File: src/rtl/mirq_pkg.sv
package mirq_pkg;

  localparam int MASTER_W   = 32;
  localparam int ENABLE_BIT = 31;
  localparam int SUM_W      = 31;

  typedef enum logic [1:0] {
    SPAN_FULL = 2'd0,
    SPAN_LO   = 2'd1,
    SPAN_HI   = 2'd2
  } span_e;

  typedef struct packed {
    logic       used;
    logic [3:0] grp;
    span_e      span;
  } route_t;

  // Fixed routing of master summary bits onto source groups.
  function automatic route_t route_of(input int bit_idx);
    route_t r;
    r.used = 1'b1;
    r.grp  = 4'd0;
    r.span = SPAN_FULL;
    case (bit_idx)
      0:  begin r.grp = 4'd0;  r.span = SPAN_LO; end
      1:  begin r.grp = 4'd0;  r.span = SPAN_HI; end
      2:  begin r.grp = 4'd1;  r.span = SPAN_LO; end
      3:  begin r.grp = 4'd1;  r.span = SPAN_HI; end
      4:  begin r.grp = 4'd2;  r.span = SPAN_LO; end
      6:  begin r.grp = 4'd3;  r.span = SPAN_LO; end
      16: r.grp = 4'd4;
      17: r.grp = 4'd5;
      18: r.grp = 4'd6;
      20: r.grp = 4'd7;
      22: r.grp = 4'd8;
      23: r.grp = 4'd9;
      30: r.grp = 4'd10;
      default: r.used = 1'b0;
    endcase
    return r;
  endfunction

  function automatic logic [MASTER_W-1:0] mapped_bits();
    logic [MASTER_W-1:0] m;
    m = '0;
    for (int b = 0; b < SUM_W; b++) m[b] = route_of(b).used;
    return m;
  endfunction

endpackage

File: src/rtl/mirq_route.sv
module mirq_route
  import mirq_pkg::*;
#(
  parameter int    GROUP_W = 32,
  parameter bit    LIVE    = 1'b1,
  parameter span_e SPAN    = SPAN_FULL
) (
  input  logic [GROUP_W-1:0] vec,
  output logic               hit
);

  localparam int HALF = GROUP_W / 2;

  function automatic logic [GROUP_W-1:0] span_mask();
    logic [GROUP_W-1:0] m;
    for (int i = 0; i < GROUP_W; i++) begin
      m[i] = (SPAN == SPAN_FULL) ||
             (SPAN == SPAN_LO && i <  HALF) ||
             (SPAN == SPAN_HI && i >= HALF);
    end
    return m;
  endfunction

  generate
    if (LIVE) begin : g_live
      localparam logic [GROUP_W-1:0] MASK = span_mask();
      assign hit = |(vec & MASK);
    end else begin : g_dead
      logic unused_vec;
      assign unused_vec = ^vec;
      assign hit = 1'b0;
    end
  endgenerate

endmodule

File: src/rtl/mirq_summary.sv
module mirq_summary
  import mirq_pkg::*;
#(
  parameter int NUM_GROUPS = 12,
  parameter int GROUP_W    = 32
) (
  input  logic [NUM_GROUPS*GROUP_W-1:0] pend_flat,
  output logic [SUM_W-1:0]              sum_vec
);

  // Spare groups and unrouted half-words are referenced here only.
  logic unused_spare;
  assign unused_spare = ^pend_flat;

  for (genvar b = 0; b < SUM_W; b++) begin : g_bit
    localparam route_t RT   = route_of(b);
    localparam bit     LIVE = RT.used && (int'(RT.grp) < NUM_GROUPS);
    localparam int     GSEL = LIVE ? int'(RT.grp) : 0;

    mirq_route #(
      .GROUP_W (GROUP_W),
      .LIVE    (LIVE),
      .SPAN    (RT.span)
    ) u_route (
      .vec (pend_flat[GSEL*GROUP_W +: GROUP_W]),
      .hit (sum_vec[b])
    );
  end

endmodule

File: src/rtl/mirq_master.sv
module mirq_master
  import mirq_pkg::*;
(
  input  logic                clk,
  input  logic                rst_n,
  input  logic                eval_strobe,
  input  logic                wr_en,
  input  logic [MASTER_W-1:0] wr_data,
  input  logic [SUM_W-1:0]    sum_in,
  output logic                eval_go,
  output logic                any_next,
  output logic [MASTER_W-1:0] master_q
);

  localparam logic [MASTER_W-1:0] MAPPED = mapped_bits();

  logic             en_q;
  logic             en_nx;
  logic [SUM_W-1:0] bits_q;
  logic [SUM_W-1:0] bits_nx;
  logic             unused_wr;

  assign unused_wr = ^wr_data[SUM_W-1:0];

  always_comb begin
    en_nx   = wr_en ? wr_data[ENABLE_BIT] : en_q;
    eval_go = (eval_strobe | wr_en) & en_nx;
    bits_nx = eval_go ? sum_in : bits_q;
  end

  assign any_next = |bits_nx;

  always_ff @(posedge clk) begin
    if (!rst_n) begin
      en_q   <= 1'b0;
      bits_q <= '0;
    end else begin
      en_q   <= en_nx;
      bits_q <= bits_nx;
    end
  end

  assign master_q = {en_q, bits_q};

  AST_UNMAPPED_ZERO: assert property (@(posedge clk) disable iff (!rst_n)
    (master_q[SUM_W-1:0] & ~MAPPED[SUM_W-1:0]) == '0);

  AST_FOLLOW_LEVEL: assert property (@(posedge clk) disable iff (!rst_n)
    eval_go |=> bits_q == $past(sum_in));

  AST_HOLD_WHEN_OFF: assert property (@(posedge clk) disable iff (!rst_n)
    !en_nx |=> $stable(bits_q));

  AST_NO_REQ_NO_CHANGE: assert property (@(posedge clk) disable iff (!rst_n)
    !(eval_strobe || wr_en) |=> $stable(master_q));

endmodule

File: src/rtl/mirq_msg_out.sv
module mirq_msg_out #(
  parameter int CTRL_W     = 16,
  parameter int ADDR_W     = 32,
  parameter int MSG_DATA_W = 16
) (
  input  logic                  clk,
  input  logic                  rst_n,
  input  logic                  fire_req,
  input  logic [CTRL_W-1:0]     ctrl,
  input  logic [ADDR_W-1:0]     addr_in,
  input  logic [MSG_DATA_W-1:0] data_in,
  input  logic                  ready,
  output logic                  valid_q,
  output logic [ADDR_W-1:0]     addr_q,
  output logic [MSG_DATA_W-1:0] data_q
);

  logic cap_ok;
  logic fire;
  logic slot_free;

  // Only the single basic format: enable set, every other control bit clear.
  assign cap_ok    = ctrl[0] && (ctrl[CTRL_W-1:1] == '0);
  assign fire      = fire_req && cap_ok;
  assign slot_free = !valid_q || ready;

  always_ff @(posedge clk) begin
    if (!rst_n) begin
      valid_q <= 1'b0;
      addr_q  <= '0;
      data_q  <= '0;
    end else if (slot_free) begin
      valid_q <= fire;
      if (fire) begin
        addr_q <= addr_in;
        data_q <= data_in;
      end
    end
  end

  AST_HOLD_UNTIL_TAKEN: assert property (@(posedge clk) disable iff (!rst_n)
    (valid_q && !ready) |=> (valid_q && $stable(addr_q) && $stable(data_q)));

  AST_CTRL_BLOCKS: assert property (@(posedge clk) disable iff (!rst_n)
    (!cap_ok && slot_free) |=> !valid_q);

  AST_FORMAT_BLOCKS: assert property (@(posedge clk) disable iff (!rst_n)
    (ctrl[CTRL_W-1:1] != '0 && slot_free) |=> !valid_q);

endmodule

File: src/rtl/mirq_aggregator.sv
module mirq_aggregator
  import mirq_pkg::*;
#(
  parameter int NUM_GROUPS = 12,
  parameter int GROUP_W    = 32,
  parameter int CTRL_W     = 16,
  parameter int ADDR_W     = 32,
  parameter int MSG_DATA_W = 16
) (
  input  logic                          clk,
  input  logic                          rst_n,
  input  logic [NUM_GROUPS*GROUP_W-1:0] grp_pending,
  input  logic                          eval_strobe,
  input  logic                          mreg_wr_en,
  input  logic [MASTER_W-1:0]           mreg_wr_data,
  output logic [MASTER_W-1:0]           mreg_rd_data,
  input  logic [CTRL_W-1:0]             cap_ctrl,
  input  logic [ADDR_W-1:0]             cap_addr,
  input  logic [MSG_DATA_W-1:0]         cap_data,
  output logic                          msg_valid,
  input  logic                          msg_ready,
  output logic [ADDR_W-1:0]             msg_addr,
  output logic [MSG_DATA_W-1:0]         msg_data
);

  logic [SUM_W-1:0] sum_vec;
  logic             eval_go;
  logic             any_next;
  logic             fire_req;

  mirq_summary #(
    .NUM_GROUPS (NUM_GROUPS),
    .GROUP_W    (GROUP_W)
  ) u_summary (
    .pend_flat (grp_pending),
    .sum_vec   (sum_vec)
  );

  mirq_master u_master (
    .clk         (clk),
    .rst_n       (rst_n),
    .eval_strobe (eval_strobe),
    .wr_en       (mreg_wr_en),
    .wr_data     (mreg_wr_data),
    .sum_in      (sum_vec),
    .eval_go     (eval_go),
    .any_next    (any_next),
    .master_q    (mreg_rd_data)
  );

  assign fire_req = eval_go && any_next;

  mirq_msg_out #(
    .CTRL_W     (CTRL_W),
    .ADDR_W     (ADDR_W),
    .MSG_DATA_W (MSG_DATA_W)
  ) u_msg (
    .clk      (clk),
    .rst_n    (rst_n),
    .fire_req (fire_req),
    .ctrl     (cap_ctrl),
    .addr_in  (cap_addr),
    .data_in  (cap_data),
    .ready    (msg_ready),
    .valid_q  (msg_valid),
    .addr_q   (msg_addr),
    .data_q   (msg_data)
  );

  AST_MSG_NEEDS_CAUSE: assert property (@(posedge clk) disable iff (!rst_n)
    $rose(msg_valid) |-> (mreg_rd_data[ENABLE_BIT] && |mreg_rd_data[SUM_W-1:0]));

  AST_OFF_NO_MSG: assert property (@(posedge clk) disable iff (!rst_n)
    (!msg_valid && !(mreg_wr_en ? mreg_wr_data[ENABLE_BIT] : mreg_rd_data[ENABLE_BIT]))
      |=> !msg_valid);

endmodule

File: config.mk
export PLATFORM = sky130hd
export DESIGN_NAME = mirq_aggregator
export DESIGN_NICKNAME = d
export VERILOG_FILES = /design/src/rtl/mirq_pkg.sv /design/src/rtl/mirq_route.sv /design/src/rtl/mirq_summary.sv /design/src/rtl/mirq_master.sv /design/src/rtl/mirq_msg_out.sv /design/src/rtl/mirq_aggregator.sv
export SDC_FILE = /design/constraint.sdc
export NUM_CORES = 1
export LEC_CHECK = 0
export BUFFER_PORTS_ARGS = -buffer_cell sky130_fd_sc_hd__buf_2
export CORE_AREA = 2 2 217 219
export DETAILED_ROUTE_END_ITERATION = 8
export DIE_AREA = 0 0 219 221
export GPL_TIMING_DRIVEN = 0
export PLACE_DENSITY_LB_ADDON = 0.15
export RECOVER_POWER = 50
export SLEW_MARGIN = 25
export SYNTH_ARGS = -nofsm -noshare
export SYNTH_HDL_FRONTEND = slang
export SYNTH_SLANG_ARGS = --single-unit
export TNS_END_PERCENT = 1
File: constraint.sdc
create_clock -name clk -period 7.7 [get_ports clk]
set_clock_uncertainty 0.2 [all_clocks]
set_input_delay 1.54 -clock clk [delete_from_list [all_inputs] [get_ports clk]]
set_output_delay 1.54 -clock clk [all_outputs]
set_load 0.01 [all_outputs]
# Word-level counts from Yosys, hierarchy flattened
# Cells that the tools add are included.
# op_classes
muxes,2
n_bitwise,2
n_reduce_logical,21
# op_table
cell,n
$reduce_or A32 Y1,7
$reduce_or A16 Y1,6
$mux W31,1
$reduce_or A31 Y1,1
$logic_not A15 Y1,1
$logic_and A1 B1 Y1,3
$reduce_and A2 Y1,1
$and A1 B1 Y1,1
$logic_not A1 Y1,1
$logic_or A1 B1 Y1,1
$mux W1,1
$or A1 B1 Y1,1
# totals
reg_bits,81
input_bits,485
out_inout_bits,81
wordCells,30

# Logic depth before layout (Yosys ltp)
# depth
depth_word,7
depth_mapped,12
mapped_depth_nobuf,7

# By module
# Synthesis repeated with hierarchy kept, for this count alone.
# hier_totals
hier_cells,527
area_unflattened_um2,4246.6
# modules_own_cells
mod,instances,cells_each,area_per_inst_um2,seq_area_each_um2
mirq_msg_out,1,220,1988.2,980.9
mirq_master,1,163,1336.3,640.6
mirq_route at u_summary.g_bit[16].u_route ...,7,11,75.1,0.0
mirq_route at u_summary.g_bit[10].u_route ...,18,2,11.3,0.0
mirq_route at u_summary.g_bit[0].u_route ...,6,5,31.3,0.0
mirq_aggregator,1,1,6.3,0.0

# Worst setup path before layout
# No wires, ideal clock.
# synth_timing
path_type,input to register
start,input port mreg_wr_en
end,register u_msg.data_q[6]
setup_time_ns,0.132
arrival_time_ns,3.505
required_time_ns,7.368
setup_slack_ns,3.863
path_stages,12
path_buffers,5
path_cell_list,nand3b_4 -> and2_4 -> buf_6 -> buf_6 -> o31ai_2 -> nand4_1 -> or4_1 -> clkbuf_1 -> buf_6 -> buf_6 -> nand4_1 -> a21oi_1
# synth_between
elab_chain_len,7
word_cells_on_any_way,8
cone_classes,mux: 2; bitwise: 2; reduce/logical: 4
# synth_lines
element,line_no,rtl
from (decl),mirq_aggregator.sv:14,"input logic mreg_wr_en,"
$or A1 B1 Y1 or $mux W1 (tied branches),"mirq_master.sv:27, mirq_master.sv:26",
$and A1 B1 Y1 (*),mirq_master.sv:27,eval_go = (eval_strobe | wr_en) & en_nx;
$mux W31,mirq_master.sv:28,bits_nx = eval_go ? sum_in : bits_q;
$reduce_or A31 Y1,mirq_master.sv:31,assign any_next = |bits_nx;
$logic_and A1 B1 Y1 (*),mirq_aggregator.sv:51,assign fire_req = eval_go && any_next;
$logic_and A1 B1 Y1 (*),mirq_msg_out.sv:24,assign fire = fire_req && cap_ok;
$reduce_and A2 Y1 (no line) (*),-,
to (signal assigned),mirq_msg_out.sv:36,data_q <= data_in;
to (decl),mirq_msg_out.sv:15,output logic [MSG_DATA_W-1:0] data_q
# Mark *: on every way between the ends. The rest lies on a longest branch, timed or not.
# A chain may end at the register's enable or synchronous reset.

# Worst setup path after layout
# layout_timing
start,input port mreg_wr_en
end,register u_msg.data_q[4]
# Same word-level chain as after synthesis.

==> flow_summary_export.csv <==
group,metric,value,unit
status,status,"completed",
die,design.core.area,46060,um2
pwr,switching_share,0.2770,
timing,setup_viol_count_final,0,
drt,wire_per_inst,16.79,um
clock_network,cts_hold_buf,0,
pwr,pwr-share-seq,0.403,
placed_design,hpwlAfterDp,21390,um
synth,synth_nets,929,
synth,synthDistinctLibCells,29,
critical_path,path_max_fanout,10,
pwr,comb_power_share,0.148,
clock_network,cts_root_buf,"clkbuf_16",
critical_path,cp_data_arrival_time,4.71,ns
clock_network,post_cts_buffers,0,
die,ios,566,
placed_design,pre_cts_slack,2.463,ns
cells_and_area,syn_to_final_growth,88.57,%
critical_path,reg2regPathDepth,11,
placed_design,port_buffers,469,
pwr,p_leak,2.935,nW
clock_network,clock-sinks,81,
pwr,internal-power,0.0007657,W
die,rows,79,
timing,fin_crit,4.620,ns
drt,vias_per_cell,3.629,
die,die_area,48400,um2
clock_network,clkTransAtPathRegs,0.07,ns
synth,syn_area_per_cell,8.429,um2
timing,fin_ws,3.080,ns
drt,via_count,5581,
drt,drt-total-wl,25830,um
timing,drv_slew,0,
placed_design,place_inst,1520,
grt,antenna_found_initial,3,
synth,ys_top_cells_by_area,"dfxtp_1, nor4_1, nand4_1, a21oi_1, o21ai_0",
synth,yosysWarnings,0,
pwr,pwr_density_cell,150.1,nW/um2
synth,ys_seq_area_frac,0.4333,
critical_path,critPathRequiredTime,7.79,ns
grt,grt_first_pass_wirelength,35980,um
worst_hold_path,hp-class,"flip-flop to flip-flop",
drt,ant_nets,0,
critical_path,path_cells,"buf_2 > nand2_1 > and2_4 > buf_6 > buf_6 > mux2i_1 > nand4_1 > nor4_2 > buf_2 > clkbuf_2 > o21ai_0 > a21oi_1",
pwr,p_clk_frac,0.448,
critical_path,slowest_delay,0.67,ns
critical_path,path_class,"input port to flip-flop",
timing,timing.final.crit_share,0.6000,
critical_path,r2r-start,"u_master.en_q",
clock_network,cts.path.max_buffers,2,
timing,setup-tns-final,0,ns
clock_network,cts_tree,"built",
critical_path,r2r-end,"u_msg.data_q[4]",
grt,grt_max_degree,16,
synth,synthCells,444,
cells_and_area,drive_above_1_share,0.4532,
pwr,switchingPower,0.0002933,W
cells_and_area,fin_cells,1538,
flow_run,maxCapViolations,0,
die,die_w,219,um
synth,synthesis.area,3742,um2
cells_and_area,fillers,5375,
grt,grt_overflow,0,
cells_and_area,post-route-util,0.1532,
worst_hold_path,whs_path_depth,2,
critical_path,endpoint,"u_msg.data_q[4]",
critical_path,crit_path_top_delay_cell,"nor4_2",
timing,maxSlewHeadroom,0.4694,
timing,hold_violations,0,
die,initial_core_util,0.08125,
clock_network,cts_max_level,3,
cells_and_area,nets,1409,
synth,synth_top_area_frac,0.4333,
drt,dr.pass1.iters,4,
pwr,ir_drop,0.09621,mV
clock_network,worstSkewPairLatency,0.37,ns
synth,synth_area_leader_cell,"dfxtp_1",
drt,drt_iter0_drc,187,
placed_design,gp_congestion,0.8323,
clock_network,cts.repair.resized,0,
grt,track_usage,0.1022,
grt,first_global_vias,5738,
critical_path,cp-end-kind,"flip-flop",
timing,max_freq,216.4,MHz
synth,yosys_register_bits,81,
timing,worstMarginPinSlew,0.7886,ns
clock_network,numCtsBuffers,9,
cells_and_area,layout_commonest_cell,"buf_2",
drt,drc,0,
cells_and_area,final_cell_mix,"buf_2, clkbuf_1, nor4_1",
timing,rsz0062_at_grt,"no",
critical_path,cp-startpoint,"mreg_wr_en",
critical_path,critPathLaunchType,"input port",
critical_path,r2r_slack,4.20,ns
die,die_h,221,um
## cell type report
| type | count | area [um2] | area share |
|---|---|---|---|
| clock inverter | 7 | 77.57 | 0.01099 |
| antenna | 2 | 5.005 | 0.0007092 |
| buffer | 40 | 191.4 | 0.02713 |
| sequential | 81 | 1622 | 0.2298 |
| multi-input combinational | 322 | 1926 | 0.2729 |
| timing repair buffer | 469 | 2247 | 0.3184 |
| inverter | 1 | 3.754 | 0.0005319 |
| tap | 607 | 759.5 | 0.1076 |
| clock buffer | 9 | 225.2 | 0.03191 |
## through the flow
step / area [um2] / hold WS, ns / power [W]
finish: 7057 / 0.2736 / 0.001059
global route: 7054 / 0.2939 / 0.001118
CTS: 7152 / 0.2727 / 0.001098
detailed placement: 6849 / 0.2606 / 0.0005984
global placement: 6849 / 0.2548 / 0.0005983
floorplan: 3742 / 0.2942 / 0.0004711
## cells by family (layout without fill, tap and decap cells)
family,Yosys count,count (layout),share of synthesized area
AND/OR/NAND/NOR,210,210,0.3497
AO/OA/AOI/OAI,106,106,0.1488
buffers and inverters,41,526,0.05216
multiplexers,6,6,0.01605
other,0,2,0
flip-flops,81,81,0.4333
## power by group through the flow
stage | clock network [W] | logic [W] | registers (W)
2_1_floorplan | 0 | 0.0000322 | 0.000439
3_3_place_gp | 0 | 0.000161 | 0.000437
3_5_place_dp | 0 | 0.000161 | 0.000437
4_1_cts | 0.000509 | 0.000162 | 0.000427
5_1_grt | 0.000515 | 0.000174 | 0.000428
6_report | 0.000475 | 0.000157 | 0.000427
## sequential cells by signal (all words and copies together) (netlist names)
register / flops
u_msg.addr_q: 32
u_master.bits_q: 31
u_msg.data_q: 16
u_master.en_q: 1
u_msg.valid_q: 1
## worst min path at each step
| stage | startpoint | end | slack, ns |
|---|---|---|---|
| after floorplan | u_msg.addr_q[0] | u_msg.addr_q[0] | 0.29 |
| after global placement | u_msg.addr_q[14] | u_msg.addr_q[14] | 0.25 |
| after detailed placement | u_msg.data_q[6] | u_msg.data_q[6] | 0.26 |
| after CTS | u_msg.data_q[6] | u_msg.data_q[6] | 0.27 |
| after global routing | u_msg.addr_q[19] | u_msg.addr_q[19] | 0.29 |
| final | u_msg.data_q[6] | u_msg.data_q[6] | 0.27 |
## routing by layer
layer	routed length, um	track usage	up-vias
met5	23	0	-
met4	734	0.04207	4
met3	2324	0.03203	33
met2	12780	0.1821	283
met1	9968	0.1111	2520
li1	-	-	2741
## cells in the mapped netlist
| cell type | instances |
|---|---|
| nor4_1 | 86 |
| dfxtp_1 | 81 |
| nand4_1 | 71 |
| a21oi_1 | 50 |
| o21ai_0 | 45 |
| clkbuf_1 | 24 |
| and3_1 | 18 |
| nor2_1 | 14 |
| nand3b_1 | 7 |
| mux2i_1 | 6 |
| o31ai_1 | 6 |
| buf_1 | 5 |
| buf_2 | 4 |
| buf_6 | 4 |
| nand3_1 | 3 |
| o21ai_1 | 3 |
| clkbuf_2 | 2 |
| nand2_1 | 2 |
| nand2b_1 | 2 |
| or4_1 | 2 |
| and2_4 | 1 |
| buf_4 | 1 |
| inv_2 | 1 |
| nand3b_4 | 1 |
| nor4_2 | 1 |
| nor4b_1 | 1 |
| o31ai_2 | 1 |
| o41ai_1 | 1 |
| or3b_2 | 1 |
## critical path: cells and delay by family
kind            cells  cell delay (ns)
compound gates      2             0.29
buf+inv             5             1.06
mux                 1             0.33
simple gates        4             1.48
Power figures use the tool's default switching activity.
